File: config.mk
export PLATFORM = sky130hd
export DESIGN_NAME = thr_event_counter
export DESIGN_NICKNAME = d
export VERILOG_FILES = /design/src/rtl/thr_cnt_pkg.sv /design/src/rtl/thr_cfg_regs.sv /design/src/rtl/thr_qualifier.sv /design/src/rtl/thr_accum.sv /design/src/rtl/thr_event_counter.sv
export SDC_FILE = /design/constraint.sdc
export NUM_CORES = 1
export LEC_CHECK = 0
export ABC_AREA = 1
export BUFFER_PORTS_ARGS = -buffer_cell sky130_fd_sc_hd__clkbuf_2
export CAP_MARGIN = 10
export CORE_MARGIN = 5
export CORE_UTILIZATION = 25
export CTS_BUF_LIST = sky130_fd_sc_hd__clkbuf_16
export DETAILED_ROUTE_END_ITERATION = 10
export PLACE_DENSITY_LB_ADDON = 0.3
export SLEW_MARGIN = 20
export SYNTH_ARGS = -nofsm -noshare
export SYNTH_HDL_FRONTEND = slang
export SYNTH_SLANG_ARGS = --single-unit
File: constraint.sdc
create_clock -name clk -period 3.2 [get_ports clk]
set_clock_uncertainty 0.2 [all_clocks]
set_input_delay 0.8 -clock clk [delete_from_list [all_inputs] [get_ports clk]]
set_output_delay 0.8 -clock clk [all_outputs]
set_load 0.02 [all_outputs]
File: src/rtl/thr_cnt_pkg.sv
package thr_cnt_pkg;
  typedef enum logic [1:0] {
    CMP_NE = 2'd0,
    CMP_EQ = 2'd1,
    CMP_GE = 2'd2,
    CMP_LT = 2'd3
  } cmp_mode_e;
endpackage

File: src/rtl/thr_cfg_regs.sv
module thr_cfg_regs
  import thr_cnt_pkg::*;
#(
  parameter int THR_W   = 12,
  parameter int THR_MAX = 255,
  parameter bit HAS_THR = 1'b1
) (
  input  logic             clk,
  input  logic             rst,
  input  logic             wr_i,
  input  logic [THR_W-1:0] thr_i,
  input  cmp_mode_e        mode_i,
  input  logic             cnt1_i,
  output logic [THR_W-1:0] thr_q,
  output cmp_mode_e        mode_q,
  output logic             cnt1_q
);
  localparam logic [THR_W-1:0] THR_CAP = THR_MAX[THR_W-1:0];

  generate
    if (HAS_THR) begin : g_regs
      logic [THR_W-1:0] thr_clamped;
      assign thr_clamped = (thr_i > THR_CAP) ? THR_CAP : thr_i;

      always_ff @(posedge clk) begin
        if (rst) begin
          thr_q  <= '0;
          mode_q <= CMP_NE;
          cnt1_q <= 1'b0;
        end else if (wr_i) begin
          thr_q  <= thr_clamped;
          mode_q <= mode_i;
          cnt1_q <= cnt1_i;
        end
      end
    end else begin : g_none
      assign thr_q  = '0;
      assign mode_q = CMP_NE;
      assign cnt1_q = 1'b0;
    end
  endgenerate
endmodule

File: src/rtl/thr_qualifier.sv
module thr_qualifier
  import thr_cnt_pkg::*;
#(
  parameter int EVT_W   = 4,
  parameter int THR_W   = 12,
  parameter int CNT_W   = 64,
  parameter bit HAS_THR = 1'b1
) (
  input  logic [EVT_W-1:0] evt_i,
  input  logic [THR_W-1:0] thr_i,
  input  cmp_mode_e        mode_i,
  input  logic             cnt1_i,
  output logic             pass_o,
  output logic [CNT_W-1:0] inc_o
);
  logic [THR_W-1:0] evt_ext;
  logic             cmp_hit;

  assign evt_ext = {{(THR_W-EVT_W){1'b0}}, evt_i};

  always_comb begin
    unique case (mode_i)
      CMP_NE:  cmp_hit = (evt_ext != thr_i);
      CMP_EQ:  cmp_hit = (evt_ext == thr_i);
      CMP_GE:  cmp_hit = (evt_ext >= thr_i);
      default: cmp_hit = (evt_ext <  thr_i);
    endcase
  end

  generate
    if (HAS_THR) begin : g_filter
      assign pass_o = cmp_hit;
      assign inc_o  = cnt1_i ? {{(CNT_W-1){1'b0}}, 1'b1}
                             : {{(CNT_W-EVT_W){1'b0}}, evt_i};
    end else begin : g_raw
      assign pass_o = 1'b1;
      assign inc_o  = {{(CNT_W-EVT_W){1'b0}}, evt_i};
    end
  endgenerate
endmodule

File: src/rtl/thr_accum.sv
module thr_accum #(
  parameter int CNT_W = 64
) (
  input  logic             clk,
  input  logic             rst,
  input  logic             add_i,
  input  logic [CNT_W-1:0] inc_i,
  input  logic             wr_i,
  input  logic [CNT_W-1:0] wdata_i,
  input  logic             ovf_clr_i,
  output logic [CNT_W-1:0] cnt_q,
  output logic             ovf_q
);
  logic [CNT_W:0] sum;
  logic           wrap;

  assign sum  = {1'b0, cnt_q} + {1'b0, inc_i};
  assign wrap = add_i && !wr_i && sum[CNT_W];

  always_ff @(posedge clk) begin
    if (rst) begin
      cnt_q <= '0;
    end else if (wr_i) begin
      cnt_q <= wdata_i;
    end else if (add_i) begin
      cnt_q <= sum[CNT_W-1:0];
    end
  end

  always_ff @(posedge clk) begin
    if (rst) begin
      ovf_q <= 1'b0;
    end else if (wrap) begin
      ovf_q <= 1'b1;
    end else if (ovf_clr_i) begin
      ovf_q <= 1'b0;
    end
  end
endmodule

File: src/rtl/thr_event_counter.sv
module thr_event_counter
  import thr_cnt_pkg::*;
#(
  parameter int CNT_W   = 64,
  parameter int EVT_W   = 4,
  parameter int THR_W   = 12,
  parameter int THR_MAX = 255,
  parameter bit HAS_THR = 1'b1
) (
  input  logic             clk,
  input  logic             rst,
  input  logic             en_i,
  input  logic [EVT_W-1:0] evt_cnt_i,
  input  logic             cfg_wr_i,
  input  logic [THR_W-1:0] cfg_thr_i,
  input  logic [1:0]       cfg_mode_i,
  input  logic             cfg_cnt1_i,
  input  logic             cnt_wr_i,
  input  logic [CNT_W-1:0] cnt_wdata_i,
  input  logic             ovf_clr_i,
  output logic [CNT_W-1:0] cnt_o,
  output logic             ovf_o,
  output logic [THR_W-1:0] cap_thr_o,
  output logic [THR_W-1:0] thr_o,
  output logic [1:0]       mode_o,
  output logic             cnt1_o
);
  localparam logic [THR_W-1:0] CAP_VAL = HAS_THR ? THR_MAX[THR_W-1:0] : '0;

  logic [THR_W-1:0] thr_q;
  cmp_mode_e        mode_q;
  logic             cnt1_q;
  logic             pass;
  logic [CNT_W-1:0] inc;

  thr_cfg_regs #(
    .THR_W(THR_W), .THR_MAX(THR_MAX), .HAS_THR(HAS_THR)
  ) u_cfg (
    .clk(clk), .rst(rst), .wr_i(cfg_wr_i), .thr_i(cfg_thr_i),
    .mode_i(cmp_mode_e'(cfg_mode_i)), .cnt1_i(cfg_cnt1_i),
    .thr_q(thr_q), .mode_q(mode_q), .cnt1_q(cnt1_q)
  );

  thr_qualifier #(
    .EVT_W(EVT_W), .THR_W(THR_W), .CNT_W(CNT_W), .HAS_THR(HAS_THR)
  ) u_qual (
    .evt_i(evt_cnt_i), .thr_i(thr_q), .mode_i(mode_q), .cnt1_i(cnt1_q),
    .pass_o(pass), .inc_o(inc)
  );

  thr_accum #(.CNT_W(CNT_W)) u_acc (
    .clk(clk), .rst(rst), .add_i(en_i && pass), .inc_i(inc),
    .wr_i(cnt_wr_i), .wdata_i(cnt_wdata_i), .ovf_clr_i(ovf_clr_i),
    .cnt_q(cnt_o), .ovf_q(ovf_o)
  );

  assign cap_thr_o = CAP_VAL;
  assign thr_o     = thr_q;
  assign mode_o    = mode_q;
  assign cnt1_o    = cnt1_q;
endmodule

==> results_dict.tcl <==
set metrics [dict create \
    outcome "complete, no violations" \
    die_area_sq_um 28600 \
    grt_max_degree 87 \
    crit_path_max_fanout 7 \
    p_clk_share_pct 37.9 \
    cts_hold_buf 0 \
    wl_per_cell_um 16.1 \
    tritoncts "done" \
    ys_seq_area_share_pct 25.3 \
    p_comb_share_pct 21.8 \
    reg2reg_depth 16 \
    synthToLayoutAreaGrowth_pct 23.1 \
    clk-insertion-delay-late_ns 0.36 \
    p_leak_nw 3.34 \
    cts_root_buf "clkbuf_16" \
    die_w_um 169 \
    relSlewSlack_pct 63.7 \
    htree_num_levels 3 \
    vdd_drop_max_mv 0.235 \
    grt_pass1_wl_mm 39.4 \
    nets 1347 \
    end_kind "flip-flop" \
    hold_path.class "flip-flop to flip-flop" \
    remaining_drc_errors 0 \
    drt_iter0_drc 694 \
    netlist_area_sq_um 6320 \
    grt_overflow 0 \
    antenna_cells 0 \
    regToRegEndpoint "u_acc.cnt_q[58]" \
    grt_antenna_before_repair 1 \
    fillers 2893 \
    clockBufferDepth 2 \
    wl_mm 25.6 \
    path_class "input pin to flip-flop" \
    power.share.sequential_pct 40.4 \
    die_height_um 169 \
    start_util_pct 25.2 \
    synth_seq_cells 80 \
    power.density_nw_per_um2 368 \
    period_share_pct 86.5 \
    coreArea_sq_um 25000 \
    routabilityCongestion 0.973 \
    swShare_pct 34.1 \
    synth.avg_cell_area_sq_um 5.76 \
    row_count 58 \
    drtAntennaViolNets 0 \
    tightest_slew_ns 0.544 \
    dp_hpwl_mm 20.2 \
    layout_min_cycle_time_ns 2.77 \
    yosys-top-cells-area "dfxtp_1 25%, nand2_1 24%, nor2_1 8.6%" \
    whs_path_depth 2 \
    setup_viol 0 \
    rr_startpoint "u_cfg.cnt1_q" \
    numCtsBuffers 9 \
    setup_tns_ns 0 \
    grt_pass1_vias 7090 \
    ioPinCount 181 \
    hold_viol 0 \
    dr_total_vias 7412 \
    yosysWarnings 0 \
    reg2reg_setup_slack_ns 0.52 \
    hp-start "u_cfg.thr_q[11]" \
    synth_top_area_share_pct 25.3 \
    drtPass1Iterations 6 \
    p_int_w 0.00189 \
    rsz0062_at_grt "false" \
    cp.arrival_ns 2.85 \
    drive_gt1_share_pct 19.0 \
    startpoint_type "input pin" \
    fin_hold_ws_ns 0.262 \
    syn_inst 1097 \
    worstSetupStartpoint "evt_cnt_i[0]" \
    synth_cell_type_count 35 \
    cap_violations 0 \
    hold_end "u_cfg.thr_q[11]" \
    power.switching_w 0.000977 \
    path_clk_slew_ns 0.07 \
    fmaxAchievable_mhz 361 \
    track_usage_pct 17.5 \
    ctsResizeCount 0 \
    vias_per_cell 4.68 \
    io_buffers 168 \
    postCtsSetupRepairBufs 0 \
    synth_top_cell_by_area "dfxtp_1" \
    cts.sinks 80 \
    slew_viol_final 0 \
    required_ns 3.28 \
]
power by group through the flow:
stage | sequential [W] | combinational [W] | clock (W)
finish | 0.00116 | 0.000624 | 0.00108
global route | 0.00117 | 0.000699 | 0.00114
CTS | 0.00116 | 0.000631 | 0.00111
detailed placement | 0.00118 | 0.000629 | 0
global placement | 0.00118 | 0.000625 | 0
floorplan | 0.00122 | 0.000349 | 0
cell families (layout without fill, tap and decap cells):
kind of cell	after synthesis	count (layout)	share of synthesized area [%]
and+or+nand+nor	732	732	49.6
AOI/OAI and AO/OA	118	118	9.72
other	2	12	0.119
adders and majority gates	9	9	1.90
buffers and inverters	126	273	9.13
xor gates and xnor gates	30	30	4.16
DFF	80	80	25.3
state kept, by name, summed over array words and instances, names as in the netlist:
name and flops:
u_cfg.cnt1_q 1, u_acc.ovf_q 1, u_cfg.thr_q 12, u_cfg.mode_q 2, u_acc.cnt_q 64
how the worst max path moves through the flow:
stage	depth (start not counted)	endpoint	slack, ns
after floorplan	17	u_acc.cnt_q[62]	0.44
after global placement	18	u_acc.cnt_q[58]	0.13
after detailed placement	18	u_acc.cnt_q[58]	0.09
after global routing	16	u_acc.cnt_q[24]	0.23
final	17	u_acc.cnt_q[58]	0.43
after CTS	17	u_acc.cnt_q[58]	0.45
cell type report:
class	count	area [sq um]	share of cell area [%]
well taps	330	413	5.31
clock buffers	9	225	2.89
repair buffers	186	1030	13.2
flip-flops and latches	80	1600	20.6
clock inverters	7	71.3	0.916
inverters	71	267	3.42
multi-input cells	901	4180	53.7
worst max-delay path, cell delays in order:
cell and delay [ns]:
clkbuf_2 0.08, inv_1 0.04, nand2_1 0.07, ha_1 0.16, inv_1 0.06, fa_1 0.44
inv_1 0.10, nand3_1 0.08, nand2_2 0.12, nand3_2 0.11, nor2_4 0.30, nand3b_1 0.13
nand2_1 0.08, nand2_1 0.05, nand2_1 0.06, nand2_1 0.04, a21oi_1 0.11
routing by layer:
metal | up-vias | GRT usage, % | routed length (um)
li1 | 3791 | - | -
met1 | 3301 | 21.9 | 10900
met2 | 276 | 29.0 | 11700
met3 | 42 | 5.51 | 2340
met4 | 2 | 4.90 | 575
met5 | - | 0 | 13
through the flow:
step,setup slack (ns),util [%],instance area (sq um),instances,total power (W)
3_5_place_dp,0.0858,29.9,7490,1568,0.00181
3_3_place_gp,0.128,29.9,7490,1568,0.00180
2_1_floorplan,0.442,-,6360,1107,0.00157
6_report,0.432,31.1,7780,1584,0.00286
5_1_grt,0.234,31.1,7780,1584,0.00300
4_1_cts,0.452,31.1,7780,1584,0.00289
synthesized netlist by cell type:
cell / number
nor2_4: 7
conb_1: 2
o21ai_0: 32
nor3_1: 4
a221oi_1: 3
a21oi_1: 69
nand3_1: 99
fa_1: 1
buf_4: 13
clkbuf_1: 23
xnor2_1: 16
nand3_4: 1
buf_2: 8
inv_2: 1
and2_1: 6
nor2_2: 15
xor2_1: 14
buf_6: 6
nand2_1: 412
inv_1: 69
nand4_1: 19
o21ai_1: 9
nor2_1: 145
nand3_2: 3
a21boi_0: 1
nand2_4: 2
nor3b_1: 1
buf_1: 5
nand3b_1: 9
nor4_1: 1
clkinv_1: 1
o21bai_1: 4
ha_1: 8
dfxtp_1: 80
nand2_2: 8
placed cells by master, fill, tap and decap left out, drive strengths merged, types with 8 or more instances in the layout:
master / n
nand2: 422
clkbuf: 176
nor2: 167
nand3: 103
dfxtp: 80
inv: 72
a21oi: 69
o21ai: 41
nand4: 19
buf: 19
xnor2: 16
xor2: 14
conb: 12
nand3b: 9
ha: 8
(Power assumes the default switching activity.)
